### src/rtl/lps_pkg.sv
package lps_pkg;
  localparam int WORD_W         = 32;
  localparam int SLOTS_PER_WORD = 3;
  localparam int SLOT_STRIDE    = 10;
  localparam int IDX_W          = 3;
  localparam int DT_W           = 6;
  localparam int LEN_W          = 16;
  localparam int EN_OFS         = IDX_W + DT_W;
  localparam int LP_BIT         = 30;
  localparam int LEN_ENTRIES    = 1 << IDX_W;
  localparam int LEN_REGS       = LEN_ENTRIES / 2;
  localparam int LINE_SLOTS     = 2 * SLOTS_PER_WORD;
  localparam int SLOT_IW        = $clog2(LINE_SLOTS);

  typedef struct packed {
    logic [DT_W-1:0]  dtype;
    logic [LEN_W-1:0] wcount;
  } pkt_desc_t;
endpackage

### src/rtl/lps_regfile.sv
module lps_regfile
  import lps_pkg::*;
#(
  parameter int NUM_PAIRS = 6,
  parameter int ADDR_W    = 4,
  parameter int PSEL_W    = 3
) (
  input  logic                             clk,
  input  logic                             rst_n,
  input  logic                             wr_en,
  input  logic [ADDR_W-1:0]                wr_addr,
  input  logic [WORD_W-1:0]                wr_data,
  input  logic [PSEL_W-1:0]                rd_pair,
  output logic [WORD_W-1:0]                rd_lo,
  output logic [WORD_W-1:0]                rd_hi,
  output logic [LEN_REGS-1:0][WORD_W-1:0]  len_tbl
);
  localparam int PROG_WORDS = 2 * NUM_PAIRS;

  logic [PROG_WORDS-1:0][WORD_W-1:0]  prog_q;
  logic [LEN_REGS-1:0][WORD_W-1:0]    len_q;
  logic [PROG_WORDS-1:0]              prog_we;
  logic [LEN_REGS-1:0]                len_we;

  for (genvar w = 0; w < PROG_WORDS; w++) begin : g_prog_we
    assign prog_we[w] = wr_en && (wr_addr == ADDR_W'(w));
  end
  for (genvar k = 0; k < LEN_REGS; k++) begin : g_len_we
    assign len_we[k] = wr_en && (wr_addr == ADDR_W'(PROG_WORDS + k));
  end

  always_ff @(posedge clk or negedge rst_n) begin
    if (!rst_n) begin
      prog_q <= '0;
      len_q  <= '0;
    end else begin
      for (int w = 0; w < PROG_WORDS; w++)
        if (prog_we[w]) prog_q[w] <= wr_data;
      for (int k = 0; k < LEN_REGS; k++)
        if (len_we[k]) len_q[k] <= wr_data;
    end
  end

  always_comb begin
    int unsigned p;
    p     = int'(rd_pair);
    rd_lo = '0;
    rd_hi = '0;
    if (p < NUM_PAIRS) begin
      rd_lo = prog_q[2*p];
      rd_hi = prog_q[2*p+1];
    end
  end

  assign len_tbl = len_q;
endmodule

### src/rtl/lps_slot_pick.sv
module lps_slot_pick #(
  parameter int N  = 6,
  parameter int IW = 3
) (
  input  logic [N-1:0]  mask,
  output logic [N-1:0]  grant,
  output logic [IW-1:0] idx,
  output logic          any
);
  always_comb begin
    grant = '0;
    idx   = '0;
    for (int i = N-1; i >= 0; i--) begin
      if (mask[i]) begin
        grant    = '0;
        grant[i] = 1'b1;
        idx      = IW'(i);
      end
    end
  end

  assign any = |mask;
endmodule

### src/rtl/lps_seq.sv
module lps_seq
  import lps_pkg::*;
(
  input  logic                             clk,
  input  logic                             rst_n,
  input  logic                             line_req,
  input  logic [WORD_W-1:0]                prog_lo,
  input  logic [WORD_W-1:0]                prog_hi,
  input  logic [LEN_REGS-1:0][WORD_W-1:0]  len_tbl,
  output logic                             line_ready,
  output logic                             desc_valid,
  input  logic                             desc_ready,
  output logic [DT_W-1:0]                  desc_dtype,
  output logic [LEN_W-1:0]                 desc_wcount,
  output logic                             line_done,
  output logic                             line_lp
);
  logic                   run_q, run_d;
  logic                   lp_q, lp_d;
  logic [LINE_SLOTS-1:0]  pend_q, pend_d;
  pkt_desc_t              slot_q [LINE_SLOTS];
  pkt_desc_t              slot_d [LINE_SLOTS];
  logic [LINE_SLOTS-1:0]  en_new;
  logic [LINE_SLOTS-1:0]  grant;
  logic [SLOT_IW-1:0]     cur;
  logic                   any_pend;
  logic                   accept;

  lps_slot_pick #(.N(LINE_SLOTS), .IW(SLOT_IW)) u_pick (
    .mask  (pend_q),
    .grant (grant),
    .idx   (cur),
    .any   (any_pend)
  );

  assign accept = !run_q && line_req;

  // Resolve every slot of the selected program at acceptance time.
  always_comb begin
    for (int s = 0; s < LINE_SLOTS; s++) begin
      logic [WORD_W-1:0] w;
      logic [IDX_W-1:0]  ix;
      int                b;
      w  = (s < SLOTS_PER_WORD) ? prog_lo : prog_hi;
      b  = (s % SLOTS_PER_WORD) * SLOT_STRIDE;
      ix = w[b +: IDX_W];
      en_new[s]        = w[b + EN_OFS];
      slot_d[s].dtype  = w[b + IDX_W +: DT_W];
      slot_d[s].wcount = ix[0] ? len_tbl[ix[IDX_W-1:1]][2*LEN_W-1:LEN_W]
                               : len_tbl[ix[IDX_W-1:1]][LEN_W-1:0];
    end
  end

  // Next state.
  always_comb begin
    run_d  = run_q;
    lp_d   = lp_q;
    pend_d = pend_q;
    if (accept) begin
      run_d  = 1'b1;
      pend_d = en_new;
      lp_d   = prog_lo[LP_BIT] | prog_hi[LP_BIT];
    end else if (run_q) begin
      if (!any_pend)
        run_d = 1'b0;
      else if (desc_ready)
        pend_d = pend_q & ~grant;
    end
  end

  always_ff @(posedge clk or negedge rst_n) begin
    if (!rst_n) begin
      run_q  <= 1'b0;
      lp_q   <= 1'b0;
      pend_q <= '0;
    end else begin
      run_q  <= run_d;
      lp_q   <= lp_d;
      pend_q <= pend_d;
    end
  end

  always_ff @(posedge clk or negedge rst_n) begin
    if (!rst_n) begin
      for (int s = 0; s < LINE_SLOTS; s++) slot_q[s] <= '0;
    end else if (accept) begin
      for (int s = 0; s < LINE_SLOTS; s++) slot_q[s] <= slot_d[s];
    end
  end

  assign line_ready  = !run_q;
  assign desc_valid  = run_q && any_pend;
  assign desc_dtype  = slot_q[cur].dtype;
  assign desc_wcount = slot_q[cur].wcount;
  assign line_done   = run_q && !any_pend;
  assign line_lp     = line_done && lp_q;


  hold_stable_chk: assert property (@(posedge clk) disable iff (!rst_n)
    desc_valid && !desc_ready |=> desc_valid && $stable(desc_dtype) && $stable(desc_wcount));

  done_pulse_chk: assert property (@(posedge clk) disable iff (!rst_n)
    line_done |=> !line_done && line_ready);

  accept_busy_chk: assert property (@(posedge clk) disable iff (!rst_n)
    line_req && line_ready |=> !line_ready);

  first_desc_chk: assert property (@(posedge clk) disable iff (!rst_n)
    line_req && line_ready |=> desc_valid || line_done);

  grant_onehot_chk: assert property (@(posedge clk) disable iff (!rst_n)
    $onehot0(grant) && ((grant & ~pend_q) == '0));
endmodule

### src/rtl/line_pkt_seq.sv
module line_pkt_seq
  import lps_pkg::*;
#(
  parameter  int NUM_PAIRS = 6,
  localparam int PSEL_W    = (NUM_PAIRS > 1) ? $clog2(NUM_PAIRS) : 1,
  localparam int ADDR_W    = $clog2(2 * NUM_PAIRS + LEN_REGS)
) (
  input  logic              clk,
  input  logic              rst_n,
  input  logic              cfg_we,
  input  logic [ADDR_W-1:0] cfg_addr,
  input  logic [WORD_W-1:0] cfg_wdata,
  input  logic              line_req,
  input  logic [PSEL_W-1:0] line_type,
  output logic              line_ready,
  output logic              desc_valid,
  input  logic              desc_ready,
  output logic [DT_W-1:0]   desc_dtype,
  output logic [LEN_W-1:0]  desc_wcount,
  output logic              line_done,
  output logic              line_lp
);
  logic [1:0]                        rst_sync_q;
  logic                              srst_n;
  logic [WORD_W-1:0]                 prog_lo, prog_hi;
  logic [LEN_REGS-1:0][WORD_W-1:0]   len_tbl;

  always_ff @(posedge clk or negedge rst_n) begin
    if (!rst_n) rst_sync_q <= '0;
    else        rst_sync_q <= {rst_sync_q[0], 1'b1};
  end
  assign srst_n = rst_sync_q[1];

  lps_regfile #(.NUM_PAIRS(NUM_PAIRS), .ADDR_W(ADDR_W), .PSEL_W(PSEL_W)) u_regs (
    .clk     (clk),
    .rst_n   (srst_n),
    .wr_en   (cfg_we),
    .wr_addr (cfg_addr),
    .wr_data (cfg_wdata),
    .rd_pair (line_type),
    .rd_lo   (prog_lo),
    .rd_hi   (prog_hi),
    .len_tbl (len_tbl)
  );

  lps_seq u_seq (
    .clk         (clk),
    .rst_n       (srst_n),
    .line_req    (line_req),
    .prog_lo     (prog_lo),
    .prog_hi     (prog_hi),
    .len_tbl     (len_tbl),
    .line_ready  (line_ready),
    .desc_valid  (desc_valid),
    .desc_ready  (desc_ready),
    .desc_dtype  (desc_dtype),
    .desc_wcount (desc_wcount),
    .line_done   (line_done),
    .line_lp     (line_lp)
  );
endmodule

### config.mk
export PLATFORM = sky130hd
export DESIGN_NAME = line_pkt_seq
export DESIGN_NICKNAME = d
export VERILOG_FILES = /design/src/rtl/lps_pkg.sv /design/src/rtl/lps_regfile.sv /design/src/rtl/lps_slot_pick.sv /design/src/rtl/lps_seq.sv /design/src/rtl/line_pkt_seq.sv
export SDC_FILE = /design/constraint.sdc
export NUM_CORES = 1
export LEC_CHECK = 0
export BUFFER_PORTS_ARGS = -buffer_cell sky130_fd_sc_hd__buf_2
export CORE_MARGIN = 2
export CORE_UTILIZATION = 50
export DETAILED_ROUTE_END_ITERATION = 12
export PLACE_DENSITY = 0.63
export SYNTH_ARGS = -nofsm -noshare
export SYNTH_HDL_FRONTEND = slang
export SYNTH_SLANG_ARGS = --single-unit
### constraint.sdc
create_clock -name clk -period 30.5 [get_ports clk]
set_input_delay 0 -clock clk [delete_from_list [all_inputs] [get_ports clk]]
set_output_delay 0 -clock clk [all_outputs]
set_load 0.1 [all_outputs]
==> impl_metrics.yaml <==
floorplan:
  core_area_um2: 67000
  start_util: 0.503
  io_pins: 70
  dieArea_um2: 69600
  die_h_um: 264
  die-width_um: 264
  rows: 95
run:
  drv_cap: 1
synthesis:
  synth.largest_area_cell: "dfrtp_1"
  synth_async_sr_flop_share: 1.00
  synth_area_leaders: "dfrtp_1 48%, mux2_2 20%, mux2i_1 12%"
  synth_cell_types: 56
  seq_area_frac_synth: 0.476
  ys_seq_elements: 642
  synth.most_common_cell: "dfrtp_1"
  avgSynthCellArea_um2: 12.4
  synth_commonest_cells: "642 x dfrtp_1, 609 x mux2_2, 414 x mux2i_1"
  yosys_warnings: 0
  syn-num-nets: 2760
  synth_edf_count: 0
  synth_ff_type: "dfrtp_1"
  synthCells: 2716
  syn-cell-area_um2: 33700
  yosysTopAreaCellShare: 0.476
final_layout:
  area_growth_pct: 11.7
  drive_gt1_frac: 0.352
  nNetsFinal: 2775
  nFillCells: 5604
clock_tree:
  cts_tree: "built"
  clk_latency_ns: 0.63
  cts_buffers: 74
  clock_sinks: 642
  cts.reportedPaths.clkPinSlew_ns: 0.06
  clock_path_buffers: 3
  postCtsResizedCells: 0
  cts_max_level: 3
  clockRootBuffer: "clkbuf_16"
sta:
  slew_headroom: 0.0113
  setup_slack_ns: 26.40
  rsz0062_at_grt: "false"
  tightest_slew_ns: 1.48
  fin_crit_ns: 4.10
  max_freq_mhz: 244
  slew_viol_final: 0
  tns_ns: 0
  hold_violations: 0
  finClkSkew_ns: 0.0248
  setup_viol: 0
  period_share: 0.134
drt:
  viasPerCell: 6.66
  drtAntennaViolNets: 0
  vias: 24400
  avgRoutedWirePerCell_um: 30.0
  drt_iter0_drc: 2196
  drt_first_pass_iters: 6
  drc: 0
  wirelength_um: 110000
grt:
  first_global_vias: 25300
  grt_overflow_total: 0
  grt_max_degree: 205
  grtUsageTotal: 0.314
  antenna_found_initial: 6
  grt_pass1_wl_um: 164000
pwr:
  ir_worst_vdd_uv: 176
  p_leak_nw: 16.5
  power.density_nw_per_um2: 97.3
worst_hold_path:
  hold_depth: 4
  hold_path.class: "input pin to flop"
place:
  port_buffers: 69
  routabilityCongestion: 0.868
  hpwlAfterDp_um: 63900
  place_ws_ns: 25.92
worst_setup_path:
  worstPathRequired_ns: 31.06
  cp_max_fo: 55
  reg2reg_depth: 7
  cp-start-kind: "input pin"
  end_kind: "flop"
  critical_path_class: "input pin to flop"
  crit_arrival_ns: 4.66
run_status:
  status: "finished, violations left"
  violations: "max-capacitance violations"
-- through the flow --
step / power, mW / hold slack [ns] / cells / util / area (um^2)
floorplan: 2.35 / -0.296 / 2716 / - / 33700
global placement: 2.72 / -0.214 / 3488 / 0.520 / 34800
detailed placement: 2.76 / -0.213 / 3488 / 0.520 / 34800
CTS: 3.65 / 0.0152 / 3658 / 0.562 / 37700
global route: 3.81 / 0.0785 / 3659 / 0.562 / 37700
finish: 3.66 / 0.0531 / 3661 / 0.562 / 37700
-- cells by family (layout without fill, tap and decap cells) --
family	after synthesis	in the layout	synth area share
flip-flops	642	642	0.476
multiplexers	1065	1065	0.354
other	1	4	0.000111
AND/OR/NAND/NOR	400	400	0.0501
buffers and inverters	237	306	0.0310
AO/OA/AOI/OAI	371	371	0.0890
-- state kept, by name (all words and copies together) (netlist names) --
register	flops
u_regs.prog_q	372
u_seq.slot_q	132
u_regs.len_tbl	128
u_seq.pend_q	6
rst_sync_q	2
u_seq.lp_q	1
u_seq.run_q	1
-- critical path: stages --
cell	delay (ns)
clkbuf_8	0.39
buf_4	0.88
buf_4	0.83
mux4_2	0.59
a21oi_1	0.26
nand2_1	0.80
a221oi_1	0.59
a221o_1	0.18
-- area by class of cell --
type                            instances  area [um^2]  area share
Antenna cell                            3         7.51    0.000199
Clock buffer                          110         2180      0.0578
Clock inverter                         20          234     0.00621
Inverter                                8         30.0    0.000797
Multi-Input combinational cell       1837        16800       0.447
Sequential cell                       642        16100       0.427
Tap cell                              873         1090      0.0290
Timing Repair Buffer                  168         1220      0.0325
-- layout by cell type (no fill, tap or decap), types with 17 or more instances in the layout --
master         Yosys  routed
a211oi_1          18      17
a21oi_1           35      33
a221o_1           39      39
a221oi_1          48      48
a31oi_1           25      25
a32oi_1           32      32
buf_2             49      68
buf_4              8      57
clkbuf_1         144      18
clkbuf_16          0      75
clkbuf_8           0      18
dfrtp_1          642     641
dlygate4sd3_1      0      40
mux2_2           609     609
mux2i_1          414     414
mux4_2            40      40
nand2_1          200     197
nor2_1           120     107
o221a_2           33      33
o22ai_1           61      61
-- where the power goes --
part | leakage, nW | total, mW | switching [mW] | internal (mW)
combinational | 7.51 | 1.47 | 0.940 | 0.532
clock | 1.19 | 0.887 | 0.372 | 0.515
sequential | 7.84 | 1.31 | 0.208 | 1.10
-- layer usage --
metal / vias up / part of all wire / track usage
met3: 311 / 0.071 / 0.0546
met1: 12800 / 0.41 / 0.417
met2: 1049 / 0.47 / 0.509
met5: - / 0.00012 / 0
met4: 2 / 0.047 / 0.133
li1: 10200 / - / -
-- path summary, 6_finish.rpt --
kind	start	endpoint	slack, ns
setup / recovery	line_type[0]	u_seq.slot_q[91]	26.40
hold / removal	cfg_addr[3]	u_regs.prog_q[12]	0.05
setup reg to reg	u_seq.run_q	u_seq.slot_q[125]	26.48
hold reg to reg	rst_sync_q[0]	rst_sync_q[1]	0.35
max in group asynchronous	rst_sync_q[1]	u_regs.prog_q[130]	27.53
min in group asynchronous	rst_n	rst_sync_q[1]	0.21
-- repair_timing --
item	CTS	global route
hold buffers	40	0
endpoints found under the hold margin	507	0
setup buffers	0	0
Note: power is estimated with default switching activity, not from simulation.
